--- config.mk ---
export PLATFORM = sky130hd
export DESIGN_NAME = irq_ack_seq
export DESIGN_NICKNAME = d
export VERILOG_FILES = /design/src/rtl/irq_seq_pkg.sv /design/src/rtl/nmi_edge_latch.sv /design/src/rtl/irq_arbiter.sv /design/src/rtl/ack_sequencer.sv /design/src/rtl/irq_ack_seq.sv
export SDC_FILE = /design/constraint.sdc
export NUM_CORES = 1
export LEC_CHECK = 0
export ABC_AREA = 1
export BUFFER_PORTS_ARGS = -buffer_cell sky130_fd_sc_hd__buf_4
export CORE_MARGIN = 3
export CORE_UTILIZATION = 23
export DETAILED_ROUTE_END_ITERATION = 10
export PLACE_DENSITY = 0.53
export SLEW_MARGIN = 20
export SYNTH_ARGS = -nofsm -noshare
export SYNTH_HDL_FRONTEND = slang
export SYNTH_SLANG_ARGS = --single-unit
--- constraint.sdc ---
create_clock -name clk -period 3.9 [get_ports clk]
set_clock_uncertainty 0.05 [all_clocks]
set_input_delay 0.585 -clock clk [delete_from_list [all_inputs] [get_ports clk]]
set_output_delay 0.585 -clock clk [all_outputs]
set_load 0.02 [all_outputs]
--- src/rtl/irq_seq_pkg.sv ---
// Package: shared types for the interrupt request/acknowledge sequencer.
// Assumes: nothing beyond IEEE 1800-2017.
package irq_seq_pkg;
    typedef enum logic [1:0] {
        ST_IDLE = 2'd0,
        ST_ACK1 = 2'd1,
        ST_GAP  = 2'd2,
        ST_ACK2 = 2'd3
    } seq_state_t;
endpackage

--- src/rtl/nmi_edge_latch.sv ---
// Module: nmi_edge_latch
// Detects rising edges of the non-maskable input and holds them pending
// until the sequencer consumes one. A new edge in the same cycle as a
// clear re-arms the latch. Assumes nmi_in is already synchronous to clk.
module nmi_edge_latch (
    input  logic clk,
    input  logic rst_n,
    input  logic nmi_in,
    input  logic clear,
    output logic pending
);
    logic prev_q;
    logic pend_q;
    logic rise;

    assign rise    = nmi_in & ~prev_q;
    assign pending = pend_q;

    // Track the previous input level and latch each rising edge.
    always_ff @(posedge clk) begin
        if (!rst_n) begin
            prev_q <= 1'b0;
            pend_q <= 1'b0;
        end else begin
            prev_q <= nmi_in;
            if (rise)
                pend_q <= 1'b1;
            else if (clear)
                pend_q <= 1'b0;
        end
    end

    // the pending flag only sets after the input was seen high.
    a_r7_pend_from_input: assert property (@(posedge clk) disable iff (!rst_n)
        (pend_q && !$past(pend_q)) |-> $past(nmi_in));
endmodule

--- src/rtl/irq_arbiter.sv ---
// Module: irq_arbiter
// Picks what the sequencer starts at an instruction boundary. The
// non-maskable request wins, and the maskable one needs the enable flag.
// Assumes the sequencer reports idle only when it can accept a start.
module irq_arbiter (
    input  logic nmi_pend,
    input  logic irq_req,
    input  logic int_enable,
    input  logic insn_boundary,
    input  logic seq_idle,
    output logic take_nmi,
    output logic take_mask
);
    logic window;

    // Decide the start request for this cycle.
    always_comb begin
        window    = insn_boundary & seq_idle;
        take_nmi  = window & nmi_pend;
        take_mask = window & ~nmi_pend & irq_req & int_enable;
    end
endmodule

--- src/rtl/ack_sequencer.sv ---
// Module: ack_sequencer
// Runs the two-pulse acknowledge handshake for maskable requests and
// issues the vector pulse for both kinds of request. Assumes ACK_GAP >= 1
// and that take_nmi and take_mask are never high together.
module ack_sequencer
    import irq_seq_pkg::*;
#(
    parameter int VEC_W   = 8,
    parameter int NMI_VEC = 2,
    parameter int ACK_GAP = 1
) (
    input  logic             clk,
    input  logic             rst_n,
    input  logic             take_nmi,
    input  logic             take_mask,
    input  logic [VEC_W-1:0] data_in,
    output logic             ack_out,
    output logic             vec_valid,
    output logic [VEC_W-1:0] vec_num,
    output logic             seq_idle
);
    localparam int CW = (ACK_GAP > 1) ? $clog2(ACK_GAP) : 1;
    localparam logic [CW-1:0] GAP_LAST = CW'(ACK_GAP - 1);

    seq_state_t       state_q;
    logic [CW-1:0]    gap_q;
    logic             vld_q;
    logic [VEC_W-1:0] vec_q;

    assign ack_out   = (state_q == ST_ACK1) || (state_q == ST_ACK2);
    assign seq_idle  = (state_q == ST_IDLE);
    assign vec_valid = vld_q;
    assign vec_num   = vec_q;

    // Step the handshake state and produce the vector pulse.
    always_ff @(posedge clk) begin
        if (!rst_n) begin
            state_q <= ST_IDLE;
            gap_q   <= '0;
            vld_q   <= 1'b0;
            vec_q   <= '0;
        end else begin
            vld_q <= 1'b0;
            case (state_q)
                ST_IDLE: begin
                    if (take_nmi) begin
                        vld_q <= 1'b1;
                        vec_q <= VEC_W'(NMI_VEC);
                    end else if (take_mask) begin
                        state_q <= ST_ACK1;
                    end
                end
                ST_ACK1: begin
                    state_q <= ST_GAP;
                    gap_q   <= GAP_LAST;
                end
                ST_GAP: begin
                    if (gap_q == '0)
                        state_q <= ST_ACK2;
                    else
                        gap_q <= gap_q - 1'b1;
                end
                ST_ACK2: begin
                    state_q <= ST_IDLE;
                    vld_q   <= 1'b1;
                    vec_q   <= data_in;
                end
                default: state_q <= ST_IDLE;
            endcase
        end
    end

    // every acknowledge pulse is exactly one clock wide.
    a_r4_ack_single: assert property (@(posedge clk) disable iff (!rst_n)
        ack_out |=> !ack_out);

    // a vector that follows a strobe is the bus byte seen during it.
    a_r5_vec_from_bus: assert property (@(posedge clk) disable iff (!rst_n)
        (vec_valid && $past(ack_out)) |-> (vec_num == $past(data_in)));

    // a vector without a preceding strobe is the fixed one.
    a_r6_nmi_vector: assert property (@(posedge clk) disable iff (!rst_n)
        (vec_valid && !$past(ack_out)) |-> (vec_num == VEC_W'(NMI_VEC)));
endmodule

--- src/rtl/irq_ack_seq.sv ---
// Module: irq_ack_seq (top)
// Samples maskable and non-maskable interrupt requests, services them at
// instruction boundaries, runs the acknowledge handshake that fetches a
// maskable vector from the bus, and emits the vector with a valid pulse.
// Assumes all inputs are synchronous to clk.
module irq_ack_seq #(
    parameter int VEC_W   = 8,
    parameter int NMI_VEC = 2,
    parameter int ACK_GAP = 1
) (
    input  logic             clk,
    input  logic             rst_n,
    input  logic             irq_req,
    input  logic             nmi_in,
    input  logic             int_enable,
    input  logic             insn_boundary,
    input  logic [VEC_W-1:0] data_in,
    output logic             ack_out,
    output logic             vec_valid,
    output logic [VEC_W-1:0] vec_num
);
    logic nmi_pend;
    logic take_nmi;
    logic take_mask;
    logic seq_idle;

    nmi_edge_latch u_nmi (
        .clk     (clk),
        .rst_n   (rst_n),
        .nmi_in  (nmi_in),
        .clear   (take_nmi),
        .pending (nmi_pend)
    );

    irq_arbiter u_arb (
        .nmi_pend      (nmi_pend),
        .irq_req       (irq_req),
        .int_enable    (int_enable),
        .insn_boundary (insn_boundary),
        .seq_idle      (seq_idle),
        .take_nmi      (take_nmi),
        .take_mask     (take_mask)
    );

    ack_sequencer #(
        .VEC_W   (VEC_W),
        .NMI_VEC (NMI_VEC),
        .ACK_GAP (ACK_GAP)
    ) u_seq (
        .clk       (clk),
        .rst_n     (rst_n),
        .take_nmi  (take_nmi),
        .take_mask (take_mask),
        .data_in   (data_in),
        .ack_out   (ack_out),
        .vec_valid (vec_valid),
        .vec_num   (vec_num),
        .seq_idle  (seq_idle)
    );

    // with the flag clear, an idle sequencer never starts a strobe.
    a_r2_masked_no_ack: assert property (@(posedge clk) disable iff (!rst_n)
        (seq_idle && !int_enable) |=> !ack_out);

    // no strobe and no vector without a boundary.
    a_r3_boundary_only: assert property (@(posedge clk) disable iff (!rst_n)
        (seq_idle && !insn_boundary) |=> (!ack_out && !vec_valid));

    // a latched NMI at an idle boundary is serviced before anything else.
    a_r8_nmi_first: assert property (@(posedge clk) disable iff (!rst_n)
        (seq_idle && insn_boundary && nmi_pend) |=> (vec_valid && !ack_out));
endmodule

==> run_results.csv, run 1 <==
group,metric,value,unit
detailed_routing,wl_per_cell,10.3,um
floorplanning,ios,24,
yosys,async_flop_share,0,%
global_route,grt_pass1_wl,2480,um
hold_path,holdCritPathClass,"reg2reg",
clocking,numCtsBuffers,3,
detailed_routing,via_count,597,
sta,max_slew_margin,74.4,%
setup_path,worstPathRequired,3.26,ns
cells_and_area,final_cell_area,863,sq um
clocking,clkLatencyLatePin,0.28,ns
detailed_routing,ant_nets,0,
sta,fmax,478,MHz
setup_path,endpoint,"ack_out",
power,p_leak,0.460,nW
global_route,antenna_found_initial,0,
clocking,clkTransAtPathRegs,0.09,ns
setup_path,cp-startpoint,"u_seq.state_q[0]$_SDFFE_PN0P_",
setup_path,crit_family,"flip-flops",
detailed_routing,viasPerCell,4.23,
setup_path,endpoint_kind,"primary output",
setup_path,start_kind,"flip-flop",
clocking,cts_tree,"built",
yosys,yosysSeqAreaShare,41.2,%
yosys,ys_top_cells_by_count,"nand2_1, inv_1, dfxtp_1",
yosys,syn_avg_cell_area,7.43,sq um
sta,period_needed,2.09,ns
clocking,post_cts_buffers,0,
yosys,syn-num-nets,103,
clocking,htree_levels,1,
yosys,syn_inst,85,
yosys,synth_area_leader_cell,"dfxtp_1",
clocking,cts_sinks,13,
global_route,grt_max_degree,11,
global_route,grt_overflow,0,
setup_path,path_cells,"ha_1 > or2_2 > buf_4",
sta,setup_viol,0,
detailed_routing,wl,1460,um
global_route,grt_usage,9.40,%
run_status,status,"completed",
yosys,synth_top_area_share,41.2,%
cells_and_area,nNetsFinal,130,
setup_path,cp_max_fo,10,
cells_and_area,syn_to_final_growth,36.6,%
job,maxCapViolations,0,
sta,tightest_slew,0.384,ns
placed_design,dpl.hpwl,1140,um
yosys,synth_area_leaders,"dfxtp_1, nand2_1, inv_1",
setup_path,critPathArrivalTime,1.46,ns
placed_design,gp_congestion,0.729,
setup_path,rr_startpoint,"u_seq.state_q[0]$_SDFFE_PN0P_",
setup_path,r2r_slack,2.46,ns
yosys,yosysWarnings,0,
yosys,synth_cell_types,18,
clocking,postCtsHoldBufs,0,
floorplanning,die_w,58.4,um
power,peakVddDrop,0.272,mV
placed_design,place_area,837,sq um
clocking,clk_path_buf_depth,2,
setup_path,crit_cells,3,
yosys,synthFlopType,"dfxtp_1",
yosys,netlist_area,632,sq um
setup_path,worstReg2RegEnd,"u_seq.vec_num[6]$_SDFFE_PN0P_",
sta,post-route-period-util,53.6,%
detailed_routing,drt_pass1_iterations,4,
power,total_power,429,uW
floorplanning,rows,18,
sta,maxSlewViolCount,0,
sta,final_hold_viol_count,0,
yosys,ys_ff_latch,13,
cells_and_area,diodes,0,
floorplanning,initial_core_util,24.8,%
yosys,synth_edf_count,0,
setup_path,slowest_delay,0.34,ns
floorplanning,fp.coreArea,2540,sq um
global_route,grt_pass1_vias,557,
clocking,postCtsResizedCells,0,
setup_path,critPathBufInv,1,
detailed_routing,drc_errors,0,
detailed_routing,drt_iter0_drc,19,
setup_path,path_class,"reg2out",
power,powerDensity,497,nW/um^2
sta,tns,0,ns
sta,hold_ws,0.374,ns
cells_and_area,drive_gt1_share,27.9,%
setup_path,crit_path_top_delay_cell,"dfxtp_1",
sta,rsz0062_at_grt,"no",
yosys,yosysMostFrequentCell,"nand2_1",
floorplanning,dieArea,3410,sq um
placed_design,port_buffers,23,
clocking,root_buffer,"clkbuf_4",
floorplanning,die_y,58.4,um
setup_path,r2r_cells,7,
cells by family after synthesis:
group | synth area share, %
buffers and inverters | 10.3
adders and majority gates | 7.92
DFF | 41.2
AOI/OAI and AO/OA | 11.1
and+or+nand+nor | 29.5
worst min path at each step:
stage | to | slack (ns) | depth (start not counted) | startpoint
6_report | u_nmi.pending$_SDFFE_PN0P_ | 0.37 | 1 | u_nmi.prev_q$_SDFF_PN0_
3_3_place_gp | u_nmi.pending$_SDFFE_PN0P_ | 0.36 | 1 | u_nmi.prev_q$_SDFF_PN0_
5_1_grt | u_nmi.pending$_SDFFE_PN0P_ | 0.41 | 1 | u_nmi.prev_q$_SDFF_PN0_
3_5_place_dp | u_nmi.pending$_SDFFE_PN0P_ | 0.37 | 1 | u_nmi.prev_q$_SDFF_PN0_
2_1_floorplan | u_nmi.pending$_SDFFE_PN0P_ | 0.35 | 1 | u_nmi.prev_q$_SDFF_PN0_
4_1_cts | u_nmi.pending$_SDFFE_PN0P_ | 0.38 | 1 | u_nmi.prev_q$_SDFF_PN0_
final cells by class:
cell class,instances,area (sq um)
clock buffers,4,26.3
inverters,16,60.1
multi-input cells,55,307
repair buffers,23,173
flip-flops and latches,13,260
fillers,290,1680
well taps,30,37.5
placed cells by master, fill, tap and decap left out, drive strengths merged:
master,n
a211oi,1
a21oi,9
buf,23
clkbuf,4
clkinv,1
dfxtp,13
ha,4
inv,15
nand2,21
nand3,10
nor2,5
nor3,1
o211ai,1
o21ai,2
or2,1
power breakdown:
part           internal (mW)  leakage, nW  switching, mW
Clock                 0.0397       0.0150         0.0480
Combinational         0.0710        0.339          0.109
Sequential             0.150        0.106         0.0126
Total                  0.260        0.460          0.169
stage by stage:
step,setup slack [ns],std cells,util (%)
2_1_floorplan,2.26,85,-
3_3_place_gp,2.14,137,32.9
3_5_place_dp,2.10,137,32.9
4_1_cts,1.79,141,33.9
5_1_grt,1.73,141,33.9
6_report,1.81,141,33.9
routing by layer:
metal  wire (um)  GRT usage, %  vias up
met4          10          1.99        0
met5           0             0        -
met3         103          4.17        2
met1         683          12.2      259
li1            -             -      319
met2         660          14.4       17
flip-flops by register name, indices dropped and copies added, names as in the netlist:
signal	cells
u_seq.vec_valid	1
u_nmi.prev_q	1
u_nmi.pending	1
u_seq.vec_num	8
u_seq.state_q	2
(Power assumes the default switching activity.)
==> inputs of run 2 (changes only) <==
PLACE_DENSITY = 0.54   (was 0.53)
clock period = 1.74 ns   (was 3.9 ns; I/O delays follow)
==> run_results.csv, run 2 (synthesized netlist as in run 1, its figures left out) <==
group,metric,value,unit
run_status,status,"completed",
clocking,cts_sinks,13,
setup_path,slowest_delay,0.36,ns
detailed_routing,ant_nets,0,
power,peakVddDrop,0.445,mV
setup_path,r2r_slack,0.34,ns
cells_and_area,largest_register_ffs,8,
setup_path,worstReg2RegEnd,"u_seq.vec_num[4]$_SDFFE_PN0P_",
cells_and_area,syn_to_final_growth,37.8,%
sta,period_needed,1.62,ns
global_route,grt_pass1_wl,2280,um
detailed_routing,wl_per_cell,9.93,um
power,powerDensity,1090,nW/um^2
setup_path,path_class,"reg2out",
cells_and_area,final_cell_area,871,sq um
floorplanning,dieArea,3410,sq um
hold_path,holdCritPathClass,"in2reg",
hold_path,hold_depth,3,
setup_path,worstPathRequired,1.43,ns
setup_path,rr_startpoint,"u_seq.state_q[0]$_SDFFE_PN0P_",
floorplanning,ios,24,
placed_design,port_buffers,23,
placed_design,gp_congestion,0.721,
global_route,grt_pass1_vias,536,
sta,final_hold_viol_count,0,
sta,setup_viol,0,
clocking,cts_tree,"built",
hold_path,min_from,"nmi_in",
clocking,post_cts_buffers,0,
setup_path,endpoint_kind,"primary output",
placed_design,dpl.hpwl,1090,um
setup_path,cp_max_fo,3,
clocking,root_buffer,"clkbuf_4",
clocking,htree_levels,1,
clocking,numCtsBuffers,3,
clocking,postCtsResizedCells,0,
global_route,grt_overflow,0,
cells_and_area,diodes,0,
detailed_routing,drt_pass1_iterations,4,
global_route,antenna_found_initial,0,
job,maxCapViolations,0,
floorplanning,fp.coreArea,2540,sq um
sta,post-route-period-util,93.0,%
floorplanning,rows,18,
clocking,postCtsHoldBufs,0,
placed_design,place_area,845,sq um
setup_path,r2r_cells,7,
setup_path,path_cells,"inv_1 > ha_1 > or2_2 > buf_4",
detailed_routing,drt_iter0_drc,8,
clocking,clk_path_buf_depth,2,
detailed_routing,wl,1410,um
setup_path,start_kind,"flip-flop",
setup_path,crit_path_top_delay_cell,"dfxtp_1",
sta,rsz0062_at_grt,"no",
hold_path,hold_end,"u_nmi.prev_q$_SDFF_PN0_",
global_route,grt_usage,8.89,%
cells_and_area,nNetsFinal,131,
clocking,clkLatencyLatePin,0.27,ns
setup_path,critPathArrivalTime,1.31,ns
floorplanning,die_y,58.4,um
sta,tightest_slew,0.258,ns
cells_and_area,final_cell_mix,"buf_4, nand2_1, inv_1",
clocking,clkTransAtPathRegs,0.08,ns
sta,fmax,618,MHz
cells_and_area,drive_gt1_share,28.6,%
detailed_routing,viasPerCell,4.31,
cells_and_area,final_util,34.2,%
global_route,grt_max_degree,10,
cells_and_area,finalNonFillerCells,142,
cells_and_area,layout_commonest_cell,"buf_4",
floorplanning,initial_core_util,24.8,%
detailed_routing,drc_errors,0,
sta,timing.final.ws_setup,0.123,ns
sta,maxSlewViolCount,0,
placed_design,dp_slack,0.355,ns
floorplanning,die_w,58.4,um
power,p_leak,0.465,nW
placed_design,dp_cells,138,
detailed_routing,via_count,612,
sta,tns,0,ns
sta,max_slew_margin,82.7,%
## run 2: changes by cell type in the layout (fill, tap and decap cells not counted), sizes merged
cell	previous run	this run
buf	23	24
## run 2: layout make-up
type / instances / area [sq um]
fillers: 276 / 1670
well taps: 30 / 37.5
repair buffers: 24 / 180
multi-input cells: 55 / 307
inverters: 16 / 60.1
clock buffers: 4 / 26.3
flip-flops and latches: 13 / 260
## run 2: worst max-delay path, delay by kind of cell, from the launching register on
kind                       cells  cell delay (ns)
DFF                            1             0.36
and+or+nand+nor                1             0.26
buffers and inverters          2             0.24
adders and majority gates      1             0.17
## run 2: worst max-delay path by stage
stage	from	end	cells after the start
finish	u_seq.state_q[1]$_SDFFE_PN0P_	ack_out	4
detailed placement	u_seq.state_q[0]$_SDFFE_PN0P_	u_seq.vec_num[1]$_SDFFE_PN0P_	7
floorplan	u_seq.state_q[0]$_SDFFE_PN0P_	ack_out	3
CTS	u_seq.state_q[1]$_SDFFE_PN0P_	ack_out	4
global route	u_seq.state_q[1]$_SDFFE_PN0P_	ack_out	4
global placement	u_seq.state_q[0]$_SDFFE_PN0P_	u_seq.vec_num[1]$_SDFFE_PN0P_	7
## run 2: power breakdown
part | switching, mW | leakage (nW) | total, mW | internal (mW)
sequential | 0.0271 | 0.106 | 0.362 | 0.335
clock | 0.0938 | 0.0150 | 0.183 | 0.0887
combinational | 0.241 | 0.344 | 0.402 | 0.162
## run 2: layer usage
metal / vias up / track usage [%] / wire length [um]
met5: - / 0 / 0
met4: 0 / 1.99 / 13
met3: 2 / 5.26 / 122
met2: 20 / 13.6 / 660
met1: 267 / 10.7 / 614
li1: 323 / - / -
## run 2: through the flow
| step | power [mW] | hold WS (ns) |
|---|---|---|
| floorplan | 0.659 | 0.318 |
| global placement | 0.769 | 0.355 |
| detailed placement | 0.777 | 0.364 |
| CTS | 0.964 | 0.123 |
| global route | 1.03 | 0.145 |
| finish | 0.947 | 0.130 |
